<file path="src/rtl/encap_pkg.sv">
package encap_pkg;

  localparam logic [7:0]  PRE_BYTE = 8'h55;
  localparam logic [7:0]  SFD_BYTE = 8'hD5;
  localparam logic [31:0] CRC_POLY = 32'hEDB88320;
  localparam logic [31:0] CRC_SEED = 32'hFFFFFFFF;

  // which byte source drives the output this cycle
  typedef enum logic [2:0] {
    SEL_NONE,
    SEL_PRE,
    SEL_DATA,
    SEL_PAD,
    SEL_FCS
  } byteSel_e;

  typedef enum logic [2:0] {
    ST_IDLE,
    ST_PRE,
    ST_DATA,
    ST_PAD,
    ST_FCS,
    ST_DRAIN
  } encState_e;

  // strobes from control to datapath
  typedef struct packed {
    logic     clr;
    byteSel_e sel;
  } dpCtrl_t;

  // one byte of reflected CRC-32, least significant bit first
  function automatic logic [31:0] crcByte(input logic [31:0] crcIn, input logic [7:0] b);
    logic [31:0] c;
    c = crcIn;
    for (int k = 0; k < 8; k++) begin
      if (c[0] ^ b[k]) c = (c >> 1) ^ CRC_POLY;
      else             c = c >> 1;
    end
    return c;
  endfunction

endpackage

</file>
<file path="src/rtl/encap_datapath.sv">
module encap_datapath
  import encap_pkg::*;
#(
  parameter int CNT_W = 11
) (
  input  logic             clk,
  input  logic             rst,
  input  dpCtrl_t          ctrl,
  input  logic [7:0]       inData,
  output logic             outValid,
  output logic [7:0]       outData,
  output logic [CNT_W-1:0] frameCnt,
  output logic [2:0]       subCnt
);

  logic [31:0] crcReg;
  logic [31:0] fcsWord;
  logic [7:0]  curByte;

  assign fcsWord = ~crcReg;

  always_comb begin
    case (ctrl.sel)
      SEL_PRE:  curByte = (subCnt == 3'd7) ? SFD_BYTE : PRE_BYTE;
      SEL_DATA: curByte = inData;
      SEL_PAD:  curByte = 8'h00;
      SEL_FCS: begin
        case (subCnt[1:0])
          2'd0:    curByte = fcsWord[7:0];
          2'd1:    curByte = fcsWord[15:8];
          2'd2:    curByte = fcsWord[23:16];
          default: curByte = fcsWord[31:24];
        endcase
      end
      default:  curByte = 8'h00;
    endcase
  end

  always_ff @(posedge clk) begin
    if (rst || ctrl.clr) begin
      crcReg   <= CRC_SEED;
      frameCnt <= '0;
      subCnt   <= '0;
    end else begin
      case (ctrl.sel)
        SEL_PRE, SEL_FCS: subCnt <= subCnt + 3'd1;
        SEL_DATA, SEL_PAD: begin
          crcReg   <= crcByte(crcReg, curByte);
          frameCnt <= frameCnt + 1'b1;
        end
        default: ;
      endcase
    end
  end

  assign outValid = (ctrl.sel != SEL_NONE);
  assign outData  = curByte;

endmodule

</file>
<file path="src/rtl/encap_control.sv">
module encap_control
  import encap_pkg::*;
#(
  parameter int CNT_W     = 11,
  parameter int MIN_FRAME = 60,
  parameter int MAX_FRAME = 1518
) (
  input  logic             clk,
  input  logic             rst,
  input  logic             inValid,
  input  logic             inLast,
  input  logic [CNT_W-1:0] frameCnt,
  input  logic [2:0]       subCnt,
  output dpCtrl_t          ctrl,
  output logic             inReady,
  output logic             frameDone,
  output logic             frameDrop
);

  localparam logic [CNT_W-1:0] LIMIT_CNT = CNT_W'(MAX_FRAME);
  localparam logic [CNT_W-1:0] PAD_LAST  = CNT_W'(MIN_FRAME - 1);

  encState_e state, nextState;

  always_comb begin
    nextState = state;
    ctrl.clr  = 1'b0;
    ctrl.sel  = SEL_NONE;
    inReady   = 1'b0;
    frameDone = 1'b0;
    frameDrop = 1'b0;
    case (state)
      ST_IDLE: begin
        ctrl.clr = 1'b1;
        if (inValid) nextState = ST_PRE;
      end
      ST_PRE: begin
        ctrl.sel = SEL_PRE;
        if (subCnt == 3'd7) nextState = ST_DATA;
      end
      ST_DATA: begin
        inReady = 1'b1;
        if (inValid) begin
          if (frameCnt == LIMIT_CNT) begin
            frameDrop = 1'b1;
            nextState = inLast ? ST_IDLE : ST_DRAIN;
          end else begin
            ctrl.sel = SEL_DATA;
            if (inLast) nextState = (frameCnt < PAD_LAST) ? ST_PAD : ST_FCS;
          end
        end
      end
      ST_PAD: begin
        ctrl.sel = SEL_PAD;
        if (frameCnt == PAD_LAST) nextState = ST_FCS;
      end
      ST_FCS: begin
        ctrl.sel = SEL_FCS;
        if (subCnt == 3'd3) begin
          frameDone = 1'b1;
          nextState = ST_IDLE;
        end
      end
      ST_DRAIN: begin
        inReady = 1'b1;
        if (inValid && inLast) nextState = ST_IDLE;
      end
      default: nextState = ST_IDLE;
    endcase
  end

  always_ff @(posedge clk) begin
    if (rst) state <= ST_IDLE;
    else     state <= nextState;
  end

endmodule

</file>
<file path="src/rtl/encap_top.sv">
module encap_top
  import encap_pkg::*;
#(
  parameter int MIN_FRAME = 60,
  parameter int MAX_OUT   = 1530
) (
  input  logic        clk,
  input  logic        rst,
  input  logic        inValid,
  input  logic [7:0]  inData,
  input  logic        inLast,
  output logic        inReady,
  output logic        outValid,
  output logic [7:0]  outData,
  output logic        frameDone,
  output logic        frameDrop,
  output logic [10:0] frameLen
);

  localparam int CNT_W     = $clog2(MAX_OUT + 1);
  localparam int OVERHEAD  = 12;
  localparam int MAX_FRAME = MAX_OUT - OVERHEAD;

  dpCtrl_t          ctrl;
  logic [CNT_W-1:0] frameCnt;
  logic [2:0]       subCnt;

  encap_control #(
    .CNT_W(CNT_W), .MIN_FRAME(MIN_FRAME), .MAX_FRAME(MAX_FRAME)
  ) u_ctrl (
    .clk(clk), .rst(rst), .inValid(inValid), .inLast(inLast),
    .frameCnt(frameCnt), .subCnt(subCnt), .ctrl(ctrl),
    .inReady(inReady), .frameDone(frameDone), .frameDrop(frameDrop)
  );

  encap_datapath #(.CNT_W(CNT_W)) u_dp (
    .clk(clk), .rst(rst), .ctrl(ctrl), .inData(inData),
    .outValid(outValid), .outData(outData),
    .frameCnt(frameCnt), .subCnt(subCnt)
  );

  assign frameLen = frameDone ? 11'(frameCnt + CNT_W'(OVERHEAD)) : 11'd0;

endmodule

</file>
<file path="config.mk">
export PLATFORM = sky130hd
export DESIGN_NAME = encap_top
export DESIGN_NICKNAME = d
export VERILOG_FILES = /design/src/rtl/encap_pkg.sv /design/src/rtl/encap_datapath.sv /design/src/rtl/encap_control.sv /design/src/rtl/encap_top.sv
export SDC_FILE = /design/constraint.sdc
export NUM_CORES = 1
export LEC_CHECK = 0
export BUFFER_PORTS_ARGS = -buffer_cell sky130_fd_sc_hd__buf_2
export CORE_ASPECT_RATIO = 1.4
export CORE_MARGIN = 1
export CORE_UTILIZATION = 35
export CTS_CLUSTER_SIZE = 14
export DETAILED_ROUTE_END_ITERATION = 10
export REMOVE_ABC_BUFFERS = 1
export SLEW_MARGIN = 5
export SYNTH_ARGS = -nofsm -noshare
export SYNTH_HDL_FRONTEND = slang
export SYNTH_HIERARCHICAL = 1
export SYNTH_SLANG_ARGS = --single-unit
</file>
<file path="constraint.sdc">
create_clock -name clk -period 4.9 [get_ports clk]
set_input_delay 0.98 -clock clk [delete_from_list [all_inputs] [get_ports clk]]
set_output_delay 0.98 -clock clk [all_outputs]
set_load 0.01 [all_outputs]
</file>
== Word-level counts from Yosys, hierarchy flattened ==
Cells that the tools add are included.
Storage, ports and cells
  register bits after elaboration: 49
  bits of input ports: 12
  output and inout port bits: 23
  logic and storage cells: 103
Cells by class
  add/sub/neg operators: 3
  magnitude comparators: 1
  eq/ne operators: 22
  muxes and demuxes: 47
  bitwise gates (word level): 17
  reductions and logical operators: 9
Operators with widths (count)
  $mux 32: 22
  $not 13->14: 8
  $pmux 8 s3: 2
  $mux 3: 11
  $not 32->32: 1
  $pmux 3 s6: 1
  $eq 3x2->1 const B: 5
  $eq 3x3->1 const B: 4
  $pmux 3 s4: 1
  $add 11x1->11 const B: 1
  $add 11x4->11 const B: 1
  $eq 11x11->1 const B: 1
  $eq 11x6->1 const B: 1
  $lt 11x6->1 const B: 1
  $mux 11: 1
  $mux 8: 1
  $ne 2x1->1 const B: 4
  $xor 1x1->1: 8
  $mux 1: 7
  $reduce_and 7->1: 1
  $eq 3x1->1 const B: 2
  $reduce_or 2->1: 3
  $ne 2x2->1 const B: 2
  $add 3x1->3 const B: 1
  other kinds (9): 9

== Longest topological paths before layout ==
Gate-level depths: netlist of the first run.
  depth in word-level cells: 36
  gate-level depth with buffers: 13
  mapped depth without buffers: 11

== Hierarchy ==
Netlist of the first run, hierarchy kept.
Modules (own cells, without submodules)
  encap_datapath: instances 1, cells an instance 372, area an instance 3344.5 um2, seq. area each 920.9 um2
  encap_control: instances 1, cells an instance 63, area an instance 485.5 um2, seq. area each 60.1 um2
  encap_top: instances 1, cells an instance 32, area an instance 222.7 um2, seq. area each 0.0 um2

== Worst setup path after synthesis of the first run ==
No wires, ideal clock.
  path type: register -> register
  from: register u_dp.frameCnt[6]
  to: register u_dp.crcReg[24]
  library setup time: 0.127 ns
  data arrival time: 3.347 ns
  data required time: 4.773 ns
  path slack: 1.425 ns
  stages on the path, launching flop included: 13
  buffers on the path: 1
  clock period less this slack: 3.475 ns
  cells stage by stage: dfxtp_1 > nand4b_1 > or4_4 > a21oi_1 > nor2_1 > or3b_1 > buf_6 > a311oi_1 > o211ai_4 > xor2_4 > xnor3_1 > xnor2_1 > o21ai_1
RTL lines
  start, declared: RTL line encap_datapath.sv:12  | output logic [CNT_W-1:0] frameCnt,
  start signal, assigned: RTL line encap_datapath.sv:49  | frameCnt <= frameCnt + 1'b1;
  end signal, assigned: RTL line encap_datapath.sv:48  | crcReg <= crcByte(crcReg, curByte);
  end, declared: RTL line encap_datapath.sv:16  | logic [31:0] crcReg;

==> results of run 1 <==
## worst max-delay path, stage by stage (launching register included)
cell      delay [ps]
dfxtp_1          510
nand4b_1         130
or4_4            590
a21oi_1          170
nor2_1            60
buf_4            170
or3b_1           640
a311oi_1         470
o211ai_4         250
xor2_4           260
xnor3_1          480
xnor2_1          180
o21ai_1           70
## metrics by stage
stage | utilization | area, um^2 | total power [mW]
after global placement | 0.382 | 4310 | 0.617
after detailed placement | 0.382 | 4310 | 0.618
after CTS | 0.396 | 4470 | 1.01
after global routing | 0.396 | 4470 | 1.04
after floorplan | - | 3910 | 0.566
final | 0.396 | 4470 | 0.997
## kinds of logic after synthesis
| group | share of synthesized area |
|---|---|
| simple gates | 0.240 |
| flops | 0.242 |
| compound gates | 0.249 |
| mux | 0.00741 |
| fa+ha+maj | 0.0216 |
| xor+xnor | 0.193 |
| buf+inv | 0.0479 |
## worst min path at each step
| stage | start | endpoint | slack [ps] | depth (start not counted) |
|---|---|---|---|---|
| after global placement | u_dp/crcReg[10] | u_dp/crcReg[10] | 490 | 2 |
| after floorplan | u_dp/crcReg[15] | u_dp/crcReg[15] | 470 | 2 |
| final | u_dp/crcReg[10] | u_dp/crcReg[10] | 510 | 2 |
| after global routing | u_dp/crcReg[16] | u_dp/crcReg[16] | 540 | 2 |
| after CTS | u_dp/crcReg[10] | u_dp/crcReg[10] | 510 | 2 |
| after detailed placement | u_dp/crcReg[10] | u_dp/crcReg[10] | 500 | 2 |
## power by group through the flow
stage               Combinational (mW)  Sequential, mW  Clock [mW]
floorplan                        0.154           0.412           0
global placement                 0.204           0.413           0
detailed placement               0.205           0.413           0
CTS                              0.206           0.404       0.402
global route                     0.222           0.405       0.419
finish                           0.205           0.404       0.387
## area by class of cell
cell class	instances	area, um^2
clock buffer	5	125
clock inverter	2	35.0
fill	1182	6810
inverter	14	52.6
multi-input combinational	380	2880
sequential	49	981
tap	144	180
timing repair buffer	40	215
## layout by cell type, fill, tap and decap left out, drive strengths merged, types with 22 or more instances in the layout
| cell type | Yosys | routed |
|---|---|---|
| a21oi | 22 | 22 |
| o211ai | 23 | 23 |
| dfxtp | 49 | 49 |
| xnor2 | 39 | 39 |
| o21ai | 28 | 28 |
| nor2 | 32 | 32 |
| xor2 | 34 | 34 |
| buf | 9 | 40 |
| nand2 | 46 | 46 |
## registers in the layout, summed over array words and instances, names as in the netlist
name,count
u_dp/crcReg,32
u_dp/frameCnt,11
u_ctrl/state,3
u_dp/subCnt,3
## per-layer routing
layer,track usage,share of wire
met5,0,0
met4,0.0670,0.022
met3,0.0264,0.030
met2,0.340,0.53
met1,0.208,0.42
==> out/summary.md, run 1 <==
The flow ran to the end, and the final reports show no timing, DRC or antenna violations. The logs give 0.206 for the relative contribution of combinational cells to total power and 0.406 for the share of total power in sequential cells. By count the netlist is led by 49 x dfxtp_1, 46 x nand2_1, 39 x xnor2_1. The logs give 0 for the initial antenna violation count and 0.831 for the last weighted congestion value of the routability-driven placer. The tools report the final worst clock skew as 8.76 ps.

OpenSTA, run right after detailed placement, puts the worst setup slack at 752 ps. VDD sags by at most 0.112 mV. The run gives 0.389 as the proportion of power drawn by the clock network. At the worst endpoint, the arrival time is 4290 ps.

The proportion of netlist area held by the largest area contributor works out to 0.242. The run gives 760 ps as the setup slack of the most critical reg-to-reg path. The logs give 241 MHz for the highest attainable clock frequency and 0 for the total inserted antenna cells. The count of non-filler cells in the finished layout came out at 634.

The quantity of hold-fixing buffers added after cts was 0. The final-report hold violation count was 0. Clock-pin slew was measured on the worst setup and hold paths at 70 ps. The overall routed net length is 10,400 um, and the maximum buffer depth of the clock tree is 2. The smallest clock period supported by the final layout is computed as 4140 ps. The path class of the tightest hold or removal check is flip-flop to flip-flop. By startpoint and endpoint, the worst setup path is classified as flip-flop to flip-flop. In this run the worst path has a maximum fanout of 18.

Dividing the detail-routed via count by the number of cells gives 5.33. The switching power share of the total is 0.276. In the routed design, unresolved DRC markers number 0.

The total standard cell area after synthesis was 4050 um^2. The tools report the worst slew margin relative to its limit as 0.337. The tools report the summed negative setup slack over all endpoints as 0 ps. Kind of start point of the critical path: a flip-flop. Measured in cells, the most critical reg-to-reg path has a length of 12. Setup violations remaining at the end of the flow were counted as 0.

The register bit total from synthesis is 49, and the insertion delay to the later sink of the worst-skew pair is 290 ps. The logs give 46 for the number of standard-cell rows in the floorplan and 5050 ps for the required time of the critical path. The count of port buffers added during placement works out to 34. dfxtp_1 takes more of the synthesized area than any other cell. Once detailed placement completed, the half-perimeter wirelength came to 7700 um. The analysis attributes to cell leakage a power of 1.72 nW. The worst-margin pin slew came out at 994 ps.

The cell count after synthesis came out at 467. Clock tree synthesis inserted a total of 5 buffers. The final routed wire length divided by cell count was 16.4 um; the post-route antenna net violation count was 0. The area inside the core boundary was 11,300 um^2. The type of destination of the critical path was a flip-flop.

The part of the cycle the worst path needs was 0.845. Power spread over the standard cell area amounts to 223 nW/um^2. The most common cell in the netlist was dfxtp_1.

The vertical extent of the die was 129 um. The die covers 12,000 um^2. TritonCTS built the clock tree. For the number of max-capacitance violations reported, the log shows 0. The number of global-route vias before repair came out at 3,331. The logs give 0 for the post-CTS setup buffer count and 35 for the number of I/O pins.

The internal portion of the total power is 0.722 mW. The sequential element share of the synthesized area was 0.242. The post-synthesis async set-or-reset flop share came out at 0.

For the number of nets in the final layout, the log shows 509. Setup repair after global routing left no endpoint under its margin. Gates resized during post-CTS repair numbered 0. The analysis attributes to net switching a power of 0.275 mW. Tracing the worst setup path back leads to its startpoint at u_dp/frameCnt[2]. The count of synthesis-stage warnings from yosys was 6. The run gives 506 ps as the worst hold slack after final layout.

Combined global-route utilization of all metal layers: 0.182. The most used flip-flop cell after synthesis is dfxtp_1. The first TritonRoute pass finished after 4 iterations. The most critical setup path has its endpoint at u_dp/crcReg[24]. Die extent in x: 92.9 um. The worst register-to-register path ends at u_dp/crcReg[24]. The number of flops mapped to enable cells by yosys is 0. The tools report the starting DRC count in detailed routing as 180. The tools report the clock root buffer as clkbuf_16. For this design, the sink count on the clock tree is 49. The run gives 17,200 um as the global-route wire length before repair.

Summed over all layers, the global routing overflow is 0. The number of different library cells used by synthesis comes to 68. The count of pins over their slew limit is 0. The share of final-layout standard cells stronger than drive strength 1 was 0.190; the cell count after placement was 627.

Compared with the post-synthesis result, the final layout area differs by 10.3%. The effective utilization at floorplan is 0.359. Dividing the synthesized area by the synthesized cell count gives 8.68 um^2. Startpoint of the most critical register-to-register path: u_dp/frameCnt[2]. The logs give 55 for the maximum number of pins on one net before global-route repair and 758 ps for the final setup slack of the worst path. By area the synthesized netlist is led by dfxtp_1 24%, xnor2_1 8.4%, xor2_1 5.2%. The number of levels in the clock H-tree was 2. Detailed routing inserted a total of 3,380 vias.
Note: power is estimated with default switching activity, not from simulation.
==> run 2, diff against run 1 <==
Clock period 4.9 ns to 4.2 ns, I/O delays scaled along.
==> run 2 against run 1 <==
- clock skew is essentially flat
- wire length grew 1.8%
- critical path type unchanged
- worst hold slack is essentially flat
- register-to-register slack lost 350 ps
- critical path depth is the same
- non-clock buffer count grew 9
- cell count grew 1.6%
==> out/summary.md, run 2 (synthesis gave the netlist of run 1 again) <==
The post-DP HPWL was 7900 um (+2.6%); the worst hold slack after final layout was 506 ps (+0.451 ps). The run gives 12,000 um^2 (unchanged) as the area of the die. The run gives 290 ps (about the same) as the insertion delay to the later sink of the worst-skew pair. Setup repair after global routing left no endpoint under its margin. Worst-margin pin slew: 680 ps (-314 ps).

The aggregate global routing overflow is 0 (unchanged). The internal cell power came out at 0.848 mW (+17%). The register with the most flip-flops is u_dp/crcReg.

The detailed-routing iteration count for the pre-antenna-repair pass was 6 (+2). The final routed wire length divided by cell count was 16.5 um (+0.18%). TritonCTS built the clock tree. Vertical extent of the die: 129 um (unchanged).

Clock root buffer: clkbuf_16. The logs give 2 (unchanged) for the maximum buffer depth of the clock tree and 8.38 ps (-0.387 ps) for the final worst clock skew. The maximum number of pins on one net before global-route repair came out at 33 (-40%). The count of fill cells added during filler insertion is 1,179 (-0.25%). The tools report the detailed-routed wire length on met2 as 5480 um (about the same).

Global-route wire length before repair: 17,300 um (+0.36%). Share of total power in sequential cells: 0.402 (-0.004). The tools report the number of global-route vias before repair as 3,479 (+4.4%). The clock-pin slew reported for the worst setup and hold paths after clock tree synthesis was 70 ps (about the same). Peak fanout along the critical path: 18 (unchanged). For the starting DRC count in detailed routing, the log shows 245 (+36%). The power per cell area was 258 nW/um^2 (+16%); the switching power was 0.326 mW (+19%). The tools report the number of nets in the final layout as 518 (+1.8%).

Routed via count divided by cell count: 5.51 (+3.3%). The logs give 0 (unchanged) for the final-report hold violation count and 0.188 mV (+68%) for the worst-case vdd ir drop. The critical path in this run is classified as flip-flop to flip-flop. The largest registers in the layout are u_dp/crcReg (32), u_dp/frameCnt (11).

The total inserted antenna cells was 0 (unchanged). The area inside the core boundary came out at 11,300 um^2 (unchanged). The proportion of power drawn by the clock network was 0.396 (+0.007). The combined global-route utilization of all metal layers is 0.184 (+0.00165), and the count of port buffers added during placement is 34 (unchanged).

The tools report the routed length on met3 as 450 um (+42%). The switching power share of the total is 0.278 (+0.00181). The sum of routed wire segments on met1 was 4390 um (-0.25%). The shortest period the worst path allows is 3790 ps (-349 ps). The share of final-layout standard cells stronger than drive strength 1 was 0.204 (+0.0142); the data arrival time of the worst path was 3970 ps (-320 ps). For the post-CTS setup buffer count, the log shows 0 (unchanged). The required time of the critical path was 4380 ps (-670 ps). The DRC violation count after routing is 0 (unchanged), and the part of the cycle the worst path needs is 0.903 (+0.0577). The number of levels in the clock H-tree was 2 (unchanged).

For the effective utilization at floorplan, the log shows 0.359 (unchanged). Via count: 3,547 (+4.9%). The top cell types in the final layout, fill and taps aside, are 49 x dfxtp_1, 46 x nand2_1, 39 x xnor2_1. For the combined area of the multi-input logic cells, the log shows 2880 um^2 (unchanged). The number of flip-flops in the largest register came out at 32 (unchanged).

The post-route antenna net violation count came out at 0 (unchanged). The commonest non-fill, non-tap cell in the layout was dfxtp_1. The tools report the type of destination of the critical path as a flip-flop. Number of max-capacitance violations reported: 0 (unchanged). Area of all placed cells without fillers: 4540 um^2 (+1.7%).

The tools report the number of standard-cell rows in the floorplan as 46 (unchanged). For the number of I/O pins, the log shows 35 (unchanged). Quantity of hold-fixing buffers added after cts: 0 (unchanged).

The worst setup path is launched from a flip-flop. The run finished with clean final reports. The run gives 4380 um^2 (+1.6%) as the standard cell area after detailed placement.

The summed negative setup slack over all endpoints was 0 ps (unchanged). The relative contribution of combinational cells to total power was 0.202 (-0.004). The final setup violation count came out at 0 (unchanged). Signal routing reaches up to met4. For the reported leakage power, the log shows 1.77 nW (+2.8%). The signed area change from the synthesized netlist to the final layout is 12.1%.

The tools report the initial antenna violation count as 0 (unchanged). The die extent in x came out at 92.9 um (unchanged). For the CTS sink count, the log shows 49 (unchanged). The post-CTS resize count is 0 (unchanged), and the count of pins over their slew limit is 0 (unchanged). The run gives 0.545 (+0.208) as the worst slew margin relative to its limit. The overall routed net length was 10,600 um (+1.8%). The last weighted congestion value of the routability-driven placer was 0.851 (+2.4%); the highest attainable clock frequency was 264 MHz (+9.2%). Number of buffers added by the clock tree synthesis step: 5 (unchanged). The tools report the footprint of the flip-flops and latches as 981 um^2 (unchanged). The classification of the worst-slack hold path was flip-flop to flip-flop.
run 2: changes by cell type in the layout (fill, tap and decap cells not counted), sizes merged:
cell	delta
clkbuf	+1
buf	+9
run 2: final cells by class:
cell class,instances,area share
clock buffers,6,0.0284
flip-flops and latches,49,0.216
multi-input cells,380,0.634
repair buffers,49,0.0622
inverters,14,0.0116
well taps,144,0.0396
clock inverters,2,0.00854
run 2: power by group through the flow:
stage / clock, mW / combinational [mW] / sequential [mW]
2_1_floorplan: 0 / 0.179 / 0.481
3_3_place_gp: 0 / 0.236 / 0.482
3_5_place_dp: 0 / 0.238 / 0.482
4_1_cts: 0.482 / 0.239 / 0.472
5_1_grt: 0.499 / 0.256 / 0.472
6_report: 0.465 / 0.237 / 0.472
run 2: through the flow:
step / total power [mW] / utilization / setup WS (ps) / instances
after floorplan: 0.660 / - / 489 / 443
after global placement: 0.719 / 0.388 / 493 / 636
after detailed placement: 0.720 / 0.388 / 415 / 636
after CTS: 1.19 / 0.403 / 404 / 644
after global routing: 1.23 / 0.403 / 208 / 644
final: 1.17 / 0.403 / 407 / 644
run 2: worst paths after layout:
path	depth (start not counted)	startpoint	end	slack, ps
worst max register to register	12	u_dp/frameCnt[5]	u_dp/crcReg[24]	410
worst min-delay path	2	u_dp/crcReg[9]	u_dp/crcReg[9]	510
worst max-delay path	12	u_dp/frameCnt[5]	u_dp/crcReg[24]	410
worst min register to register	2	u_dp/crcReg[9]	u_dp/crcReg[9]	510
run 2: per-layer routing:
| layer | vias to the layer above | track usage |
|---|---|---|
| met5 | - | 0 |
| met4 | 0 | 0.0742 |
| met3 | 21 | 0.0229 |
| met2 | 94 | 0.349 |
| met1 | 1701 | 0.205 |
| li1 | 1731 | - |
run 2: worst max-delay path, stage by stage (launching register included):
cell      delay (ps)
dfxtp_1          480
nand4b_1         140
or4_4            550
a21oi_1          170
nor2_1           120
or3b_1           360
buf_4            210
a311oi_1         400
o211ai_4         250
xor2_4           420
xnor3_1          320
xnor2_1          170
o21ai_1           70
